**config.mk**
```make
export PLATFORM = sky130hd
export DESIGN_NAME = regbus_testctl
export DESIGN_NICKNAME = d
export VERILOG_FILES = /design/src/rtl/regbus_testctl.sv
export SDC_FILE = /design/constraint.sdc
export NUM_CORES = 1
export LEC_CHECK = 0
export ABC_AREA = 1
export BUFFER_PORTS_ARGS = -buffer_cell sky130_fd_sc_hd__buf_2
export CAP_MARGIN = 20
export CORE_MARGIN = 2
export CORE_UTILIZATION = 35
export CTS_BUF_LIST = sky130_fd_sc_hd__clkbuf_8
export CTS_CLUSTER_SIZE = 30
export DETAILED_ROUTE_END_ITERATION = 10
export PLACE_DENSITY = 0.8
export SYNTH_ARGS = -nofsm -noshare
export SYNTH_HDL_FRONTEND = slang
export SYNTH_SLANG_ARGS = --single-unit
```
**constraint.sdc**
```tcl
create_clock -name clk -period 1.3 [get_ports clk]
set_input_delay 0.195 -clock clk [delete_from_list [all_inputs] [get_ports clk]]
set_output_delay 0.195 -clock clk [all_outputs]
set_load 0.03 [all_outputs]
```
**src/rtl/regbus_testctl.sv**
```systemverilog
module regbus_testctl #(
  parameter int AW     = 16,
  parameter int DW     = 8,
  parameter int LVL_W  = 4,
  parameter int DMC_W  = 7,
  parameter int POS_W  = 5,
  parameter int CYC_W  = 4,
  parameter int PH2_AT = 6,
  parameter int LEAD   = 3
) (
  input  logic             clk,
  input  logic             rst_n,
  input  logic             test_pin,
  input  logic [AW-1:0]    cpu_addr,
  input  logic             cpu_rd,
  input  logic             cpu_wr,
  input  logic [DW-1:0]    cpu_wdata,
  input  logic [DW-1:0]    ext_rdata,
  input  logic [DW-1:0]    open_bus,
  input  logic [DW-1:0]    apu_stat,
  input  logic [LVL_W-1:0] pulse1_lvl,
  input  logic [LVL_W-1:0] pulse2_lvl,
  input  logic [LVL_W-1:0] tri_lvl,
  input  logic [LVL_W-1:0] noise_lvl,
  input  logic [DMC_W-1:0] dmc_lvl,
  input  logic [CYC_W-1:0] cyc_pos,
  output logic [DW-1:0]    cpu_rdata,
  output logic             data_oe,
  output logic             joy1_rd,
  output logic             joy2_rd,
  output logic             joy_wr,
  output logic             chan_freeze,
  output logic [POS_W-1:0] tri_pos,
  output logic             tri_ld,
  output logic             bus_clk,
  output logic             bus_clk_oe,
  output logic             ph2
);
  localparam int WIN_BITS = 5;
  localparam logic [AW-1:0] WIN_BASE = AW'(16'h4000);
  localparam logic [WIN_BITS-1:0] OFF_STAT = 5'h15;
  localparam logic [WIN_BITS-1:0] OFF_JOY1 = 5'h16;
  localparam logic [WIN_BITS-1:0] OFF_JOY2 = 5'h17;
  localparam logic [WIN_BITS-1:0] OFF_PLS  = 5'h18;
  localparam logic [WIN_BITS-1:0] OFF_TNS  = 5'h19;
  localparam logic [WIN_BITS-1:0] OFF_DBG  = 5'h1A;
  localparam logic [CYC_W-1:0] CLK_UP = CYC_W'(PH2_AT - LEAD);
  localparam logic [CYC_W-1:0] PH2_UP = CYC_W'(PH2_AT);

  logic test_m, test_q;
  always_ff @(posedge clk) begin
    test_m <= test_pin;
    test_q <= test_m;
  end

  logic in_win;
  logic [WIN_BITS-1:0] off;
  assign in_win = cpu_addr[AW-1:WIN_BITS] == WIN_BASE[AW-1:WIN_BITS];
  assign off    = cpu_addr[WIN_BITS-1:0];

  logic hit_stat, hit_int;
  assign hit_stat = in_win && off == OFF_STAT;
  assign hit_int  = hit_stat || (test_q && in_win);

  assign data_oe = cpu_rd && hit_int;

  logic [DW-1:0] int_data;
  always_comb begin
    int_data = open_bus;
    if (hit_stat)
      int_data = apu_stat;
    else if (off == OFF_PLS)
      int_data = {pulse2_lvl, pulse1_lvl};
    else if (off == OFF_TNS)
      int_data = {noise_lvl, tri_lvl};
    else if (off == OFF_DBG)
      int_data = {{(DW-DMC_W){1'b0}}, dmc_lvl};
  end

  assign cpu_rdata = data_oe ? int_data : ext_rdata;

  assign joy1_rd = cpu_rd && in_win && off == OFF_JOY1;
  assign joy2_rd = cpu_rd && in_win && off == OFF_JOY2;
  assign joy_wr  = cpu_wr && in_win && off == OFF_JOY1;

  logic dbg_wr;
  assign dbg_wr = cpu_wr && test_q && in_win && off == OFF_DBG;

  always_ff @(posedge clk or negedge rst_n) begin
    if (!rst_n) begin
      chan_freeze <= 1'b0;
      tri_pos     <= '0;
      tri_ld      <= 1'b0;
    end else begin
      tri_ld <= dbg_wr;
      if (dbg_wr) begin
        chan_freeze <= cpu_wdata[DW-1];
        tri_pos     <= cpu_wdata[POS_W-1:0];
      end
    end
  end

  assign ph2        = cyc_pos >= PH2_UP;
  assign bus_clk    = cyc_pos >= CLK_UP;
  assign bus_clk_oe = rst_n || test_q;
endmodule

```
# Word level (Yosys, flattened, before mapping)
# Cells that the tools add are included.
[classes]
magnitude_cmp = 2
eq_ne = 7
mux = 5
reduce_logical = 13
[op_table]
columns = ["op", "count"]
rows = [
  ["2-to-1 mux 8 bit", 5],
  ["== test 5 bit (second input constant)", 6],
  ["== test 11 x 10 -> 1 bit (second input constant)", 1],
  ["logical AND 1 bit", 11],
  ["greater-or-equal comparator 4 x 2 -> 1 bit (second input constant)", 1],
  ["greater-or-equal comparator 4 x 3 -> 1 bit (second input constant)", 1],
  ["logical OR 1 bit", 2],
]
[totals]
reg_bits = 9
output_inout_bits = 22
elab_cells = 32

# Logic depth before layout (Yosys ltp)
# Gate-level depths: netlist of the first run.
[depth]
depth_word = 6
ltp_mapped = 10

# Worst setup path before layout of the first run
# OpenSTA, ideal clock, no wires.
[synth_path]
path_type = "input port to output port"
from = "input cpu_addr[15]"
to = "output joy2_rd"
arrival_time_ps = 1657
required_ps = 1105
path_slack_ps = -552
cell_stages = 5
n_path_buf = 0
path_cell_list = "nor2_1 -> nand2_1 -> nor3_4 -> nand2_1 -> nor4_1"
[synth_via]
elab_chain_cells = 3
[synth_lines]
columns = ["item", "line", "text"]
rows = [
  ["start, declared", "14", "input logic [AW-1:0] cpu_addr,"],
  ["== test 11 x 10 -> 1 bit", "58", "assign in_win = cpu_addr[AW-1:WIN_BITS] == WIN_BASE[AW-1:WIN_BITS];"],
  ["logical AND 1 bit (2 in series)", "83", "assign joy2_rd = cpu_rd && in_win && off == OFF_JOY2;"],
  ["end, declared", "30", "output logic joy2_rd,"],
]
# Every way passes these cells.

# Worst setup path after layout of the first run
[layout_path]
from = "input cpu_addr[6]"
to = "output cpu_rdata[4]"
[layout_via]
elab_chain_cells = 5
[layout_lines]
columns = ["item", "line", "text"]
rows = [
  ["== test 11 x 10 -> 1 bit *", "58", ""],
  ["logical AND 1 bit, on equally long branches", "62, 63", ""],
  ["logical OR 1 bit", "63", "assign hit_int = hit_stat || (test_q && in_win);"],
  ["logical AND 1 bit", "65", "assign data_oe = cpu_rd && hit_int;"],
  ["2-to-1 mux 8 bit *", "80", "assign cpu_rdata = data_oe ? int_data : ext_rdata;"],
  ["end, declared", "27", "output logic [DW-1:0] cpu_rdata,"],
]
# Every way passes the cells marked *; elsewhere a longest branch is shown, timed or not.

==> metrics, run 1 <==
status=complete, but fails checks; failing checks=negative setup slack; clock skew=0.000811 ns; grt ovf=0; Worst-Skew Late Latency=0.23 ns; WL/cell=13.6 um; Total Power=1.05 mW; WS Path Type=primary input to output pin; adder-cell share of the synthesized area=0%; Yosys top cell by area=nand2_1; CP Launch Type=primary input; syn_area_per_cell=5.74 um^2; worst-path maximum fanout=7; post-synthesis cell area=1110 um^2; max-slew violations=0; post-synthesis compound-gate area fraction=4.41%; # IOs=102; H-tree levels=1; Synth area leaders=nand2_1, dfrtp_1, nand3_1; Multi-input gate area=1040 um^2; Max Root-Sink Buffers=2; Slowest Stage Delay on Critical Path=0.25 ns; unrepaired setup endpoints after global routing=yes; commonest non-fill, non-tap cells in the layout=buf_2, nand2_1, inv_1, buf_6, nand3_1; core area=3030 um^2; number of global-route vias before repair=1,526; post-synthesis simple-gate area fraction=61.4%; CTS root buffer=clkbuf_8; Slew @ Worst Pin=0.329 ns; delay-heaviest family, CP=simple AND/OR/NAND/NOR gates; multiplexer share of the synthesized area=0%; share of the synthesized area in the top cell type=21.0%; first-pass detailed-route iteration total=4; Final HPWL DP=2910 um; Final Core Density=77.1%; Filler Cell Count=222; ratio of cells with drive above 1 in the final layout=63.0%; critical path required time=1.11 ns; worst setup margin=-0.399 ns; fin crit share=131%; floorplan row count=20; post-synthesis sequential area ratio=19.4%; Hold Path Class=primary input to flop; ANT cells=0; IO Port Bufs=99; Storage cell area=216 um^2; overall routing resource usage=21.4%; via count=1,746; CP max stage cell=nor2_1; crit path DAT=1.50 ns; Period minus WS final=1.70 ns; Starting Density=36.6%; Placer Congestion=0.705; CTS tree=yes; CP cell instances=buf_2 > nor2_4 > nand2_2 > nor3_4 > buf_6 > nand3_4 > nor2_1 > nand2_2 > nand2_4 > buf_6; clock slew at reported path FFs=0.05 ns; Peak Freq=0.588 GHz; P per Cell Area=450 nW/um^2; asr flop ratio synth=77.8%; # DRC=0; Synthesized Nets=273; clock sinks=9; number of flops mapped to enable cells by yosys=0; Die ar.=3630 um^2; Syn-to-layout area delta=111%; buffer and inverter count on the worst path=3; Mapped Cells=193; Iter 0 DRT Violations=60; DRT antenna net count=0; die width=60.2 um; final setup vio count=12; Leakage=1.27 nW; maximum VDD drop=661 uV; Avg Vias per Cell=4.81; main combinational cell family by area after synthesis=simple AND/OR/NAND/NOR gates; yosys warns=0; Rel. slew slack=78.0%; final hold violation count=0; #FFs+latches synth=9; Die Height=60.2 um; pin count of the biggest net entering global routing=17; CTS buffer count=3; Post-Route WL=4930 um; synth unique cells=23; xor and xnor fraction of the mapped netlist area=0%; Post-synth top flop=dfrtp_1; first-pass GRT wire length=5980 um; initial antenna violation count=0; Worst Setup End Kind=output pin; nets@finish=400; most common cell after layout, fill and taps aside=buf_2; max-capacitance violation count=0
[cells in the mapped netlist, types with 2 or more instances]
library cell	number
nor2_1	30
o21ai_1	3
inv_1	29
nand2_2	2
o21ai_0	4
buf_6	3
nand4_1	3
or2_0	2
nor2_4	3
nand3_2	3
nand2_1	62
dfrtp_1	7
nand3_1	24
nand3_4	3
clkinv_2	2
or2_2	5
dfxtp_1	2
[per-stage QoR]
| stage | worst slack (ns) | TNS (ns) | cells | instance area (um^2) | hold slack [ns] |
|---|---|---|---|---|---|
| 2_1_floorplan | -0.188 | -0.915 | 193 | 1270 | -0.101 |
| 3_3_place_gp | -0.361 | -4.08 | 346 | 1900 | 0.0347 |
| 3_5_place_dp | -0.400 | -4.59 | 346 | 1900 | 0.0366 |
| 4_1_cts | -0.337 | -3.46 | 356 | 2090 | 0.0582 |
| 5_1_grt | -0.506 | -4.16 | 363 | 2330 | 0.0601 |
| 6_report | -0.399 | -3.32 | 363 | 2330 | 0.0629 |
[registers in the layout (all words and copies together), names as in the netlist]
name         flops
tri_pos          5
tri_ld           1
chan_freeze      1
test_m           1
test_q           1
[cell type report]
class,instances,area share (%)
well taps,44,2.36
multi-input cells,150,44.4
flip-flops and latches,9,9.27
clock buffers,3,1.77
clock inverters,1,0.161
inverters,32,6.00
repair buffers,124,36.1
[worst paths after layout]
check,end,from,cells past startpoint,slack (ns)
max in group asynchronous,tri_pos[0],rst_n,2,0.66
hold / removal,test_m,test_pin,1,0.06
hold reg to reg,test_q,test_m,0,0.33
setup / recovery,cpu_rdata[4],cpu_addr[6],10,-0.40
setup reg to reg,tri_pos[3],test_q,6,0.35
min in group asynchronous,tri_pos[2],rst_n,2,0.40
[where the power goes]
part	total (mW)	switching [mW]	internal, mW	leakage [nW]
clock	0.320	0.114	0.206	0.0269
combinational	0.444	0.239	0.205	1.13
sequential	0.286	0.00179	0.284	0.115
[logic make-up (layout without fill, tap and decap cells)]
| group | Yosys count | after routing |
|---|---|---|
| AND/OR/NAND/NOR | 139 | 141 |
| flip-flops | 9 | 9 |
| buffers and inverters | 36 | 160 |
| AO/OA/AOI/OAI | 9 | 9 |
[routing by layer]
metal | track usage [%] | wire length (um)
met1 | 23.6 | 1700
met2 | 43.6 | 2830
met3 | 1.73 | 272
met4 | 4.13 | 133
met5 | 0 | 0
[worst register-to-register path, stage by stage (launching register included)]
cell     delay, ns
dfxtp_2       0.34
inv_4         0.05
nor2_4        0.11
nand3_4       0.14
inv_6         0.12
nand2_2       0.07
nand2_2       0.07
[repair_timing]
action | in CTS | in global routing
pin swaps | 4 | 22
gates cloned | 1 | 1
buffers inserted | 4 | 6
hold endpoints to repair | 7 | 0
setup endpoints to repair | 12 | 15
hold buffers | 1 | 0
gates resized for setup | 28 | 58
No activity file was read; power rests on OpenSTA's default activity.
==> run 2, diff against run 1 <==
--- a/config.mk
+++ b/config.mk
@@ -5,15 +5,15 @@
 export SDC_FILE = /design/constraint.sdc
 export NUM_CORES = 1
 export LEC_CHECK = 0
-export ABC_AREA = 1
 export BUFFER_PORTS_ARGS = -buffer_cell sky130_fd_sc_hd__buf_2
 export CAP_MARGIN = 20
 export CORE_MARGIN = 2
-export CORE_UTILIZATION = 35
+export CORE_UTILIZATION = 32
 export CTS_BUF_LIST = sky130_fd_sc_hd__clkbuf_8
 export CTS_CLUSTER_SIZE = 30
 export DETAILED_ROUTE_END_ITERATION = 10
-export PLACE_DENSITY = 0.8
+export MAX_ROUTING_LAYER = met4
+export PLACE_DENSITY = 0.86
 export SYNTH_ARGS = -nofsm -noshare
 export SYNTH_HDL_FRONTEND = slang
 export SYNTH_SLANG_ARGS = --single-unit
==> metrics, run 2 <==
Filler Cell Count=199 (was 222); most common cell after layout, fill and taps aside=buf_2 (unchanged); overall routing resource usage=22.5% (was 21.4%); CP cell instances=buf_4 > nand3b_1 > nor3b_2 > and2_4 > mux2_4 > mux2_4 > buf_6 (was buf_2 > nor2_4 > nand2_2 > nor3_4 > buf_6 > nand3_4 > nor2_1 > nand2_2 > nand2_4 > buf_6); Hold Path Class=primary input to flop (unchanged); Avg Vias per Cell=5.26 (was 4.81); Top reg by flops=tri_pos (unchanged); Total Power=1.03 mW (was 1.05 mW); critical path depth=7 (was 10); DRT antenna net count=0 (unchanged); pin count of the biggest net entering global routing=11 (was 17); delay-heaviest family, CP=simple AND/OR/NAND/NOR gates (unchanged); worst setup margin=-0.555 ns (was -0.399 ns); commonest cells in the netlist=mux2_2, nand2_1, nor2_1 (was nand2_1, nor2_1, inv_1); Starting Density=33.7% (was 36.6%); final setup vio count=12 (unchanged); cells on worst reg2reg path=5 (was 6); max reg flops=5 (unchanged); Leakage=0.994 nW (was 1.27 nW); Iter 0 DRT Violations=30 (was 60); Final HPWL DP=2750 um (was 2910 um); asr flop ratio synth=77.8% (unchanged); Post-synth top flop=dfrtp_1 (unchanged); maximum VDD drop=795 uV (was 661 uV); max-slew violations=0 (unchanged); CTS root buffer=clkbuf_8 (unchanged); Slowest Stage Delay on Critical Path=0.29 ns (was 0.25 ns); initial antenna violation count=0 (unchanged); # DRC=0 (unchanged); WL/cell=14.7 um (was 13.6 um); floorplan row count=19 (was 20); IO Port Bufs=99 (unchanged); H-tree levels=1 (unchanged); core area=2730 um^2 (was 3030 um^2); number of global-route vias before repair=1,285 (was 1,526); critical path required time=1.11 ns (about the same); Worst Hold Depth=1 (unchanged); Peak Freq=0.539 GHz (was 0.588 GHz); CTS buffer count=3 (unchanged); CP most frequent cell=mux2_4; Die Height=57.6 um (was 60.2 um); Synth area leaders=dfrtp_1, mux2_2, o32ai_1 (was nand2_1, dfrtp_1, nand3_1); via count=1,352 (was 1,746); failing checks=negative setup slack (unchanged); Synthesized Nets=182 (was 273); most frequent cell after synthesis=mux2_2 (was nand2_1); Placer Congestion=0.785 (was 0.705); CP Launch Type=primary input (unchanged); WS Path Type=primary input to output pin (unchanged); worst-path maximum fanout=4 (was 7); first-pass detailed-route iteration total=4 (unchanged); # IOs=102 (unchanged); clock slew at reported path FFs=0.04 ns (was 0.05 ns); post-synthesis sequential area ratio=23.4% (was 19.4%); post-synthesis cell area=921 um^2 (was 1110 um^2); Rel. slew slack=78.0% (about the same); Worst-Skew Late Latency=0.23 ns (about the same); fin crit share=143% (was 131%); Mapped Cells=102 (was 193); ratio of cells with drive above 1 in the final layout=78.8% (was 63.0%); P per Cell Area=505 nW/um^2 (was 450 nW/um^2); #FFs+latches synth=9 (unchanged); clock skew=0.000973 ns (was 0.000811 ns); Slew @ Worst Pin=0.330 ns (was 0.329 ns); Period minus WS final=1.85 ns (was 1.70 ns); Die ar.=3320 um^2 (was 3630 um^2); Syn-to-layout area delta=121% (was 111%); crit path DAT=1.66 ns (was 1.50 ns); Setup Total Neg Slack=-4.75 ns (was -3.32 ns); yosys warns=0 (unchanged); Post-Route WL=3780 um (was 4930 um); final hold violation count=0 (unchanged); die width=57.6 um (was 60.2 um); CTS tree=yes (unchanged); ANT cells=0 (unchanged); Max Root-Sink Buffers=2 (unchanged); nets@finish=307 (was 400); first-pass GRT wire length=5600 um (was 5980 um); syn_area_per_cell=9.03 um^2 (was 5.74 um^2); buffer and inverter count on the worst path=2 (was 3); Yosys top cell by area=dfrtp_1 (was nand2_1); Worst Setup End Kind=output pin (unchanged); status=complete, but fails checks (unchanged); share of the synthesized area in the top cell type=19.0% (was 21.0%); unrepaired setup endpoints after global routing=yes (unchanged); number of flops mapped to enable cells by yosys=0 (unchanged); CP max stage cell=mux2_4 (was nor2_1); synth unique cells=32 (was 23); max-capacitance violation count=0 (unchanged); clock sinks=9 (unchanged); commonest non-fill, non-tap cells in the layout=buf_2, buf_6, buf_4, mux2_2, nand2_1 (was buf_2, nand2_1, inv_1, buf_6, nand3_1); grt ovf=0 (unchanged)
[run 2: logic make-up (layout without fill, tap and decap cells)]
| family | after synthesis | after routing | share of synthesized area (%) |
|---|---|---|---|
| simple gates | 45 | 46 | 29.5 |
| compound gates | 25 | 25 | 20.8 |
| mux | 16 | 16 | 19.4 |
| flops | 9 | 9 | 23.4 |
| buf+inv | 7 | 130 | 6.93 |
[run 2: area by class of cell]
| cell class | count | area (um^2) | area share [%] |
|---|---|---|---|
| multi-input combinational | 87 | 892 | 43.7 |
| timing repair buffer | 125 | 843 | 41.3 |
| sequential | 9 | 216 | 10.6 |
| clock buffer | 3 | 41.3 | 2.02 |
| tap | 31 | 38.8 | 1.90 |
| clock inverter | 1 | 3.75 | 0.184 |
| inverter | 1 | 3.75 | 0.184 |
[run 2: routing by layer]
| layer | wire (um) | share of wire [%] | track usage, % | vias up |
|---|---|---|---|---|
| met5 | 0 | 0 | - | - |
| met4 | 93 | 2.5 | 11.3 | 0 |
| met3 | 422 | 11 | 5.80 | 10 |
| met2 | 1930 | 51 | 41.1 | 83 |
| met1 | 1330 | 35 | 21.7 | 606 |
| li1 | - | - | - | 653 |
[run 2: stage by stage]
step / area [um^2] / utilization [%] / worst slack [ns] / hold WS [ns] / instances
after global routing: 2040 / 74.6 / -0.615 / 0.0639 / 257
after CTS: 1970 / 71.9 / -0.553 / 0.0578 / 254
after floorplan: 1090 / - / -0.356 / -0.101 / 102
final: 2040 / 74.6 / -0.555 / 0.0619 / 257
after detailed placement: 1700 / 62.2 / -0.605 / 0.0386 / 243
after global placement: 1700 / 62.2 / -0.600 / 0.0343 / 243
[run 2: path summary, 6_finish.rpt]
kind,startpoint,endpoint,slack (ns)
max,cpu_addr[3],cpu_rdata[7],-0.55
min,test_pin,test_m,0.06
max reg2reg,test_q,chan_freeze,0.09
min reg2reg,test_m,test_q,0.33
max in group asynchronous,rst_n,tri_ld,0.69
min in group asynchronous,rst_n,tri_pos[0],0.38
[run 2: worst reg2reg max path: stages, from the launching register on]
cell and delay (ns):
dfxtp_2 0.34, inv_1 0.06, nor3_2 0.16, nand4_1 0.11
buf_6 0.15, mux2_2 0.26
[run 2: what timing repair did]
item | 4_1_cts | 5_1_grt
gates cloned | 1 | 0
hold buffers | 1 | 0
buffers inserted | 6 | 5
setup endpoints to repair | 18 | 18
endpoints found under the hold margin | 7 | 0
gates resized for setup | 40 | 15
pin swaps | 11 | 9
[run 2: report_power, final]
part / internal, mW / switching (mW)
clock: 0.205 / 0.106
combinational: 0.242 / 0.191
sequential: 0.284 / 0.00216
total: 0.731 / 0.299
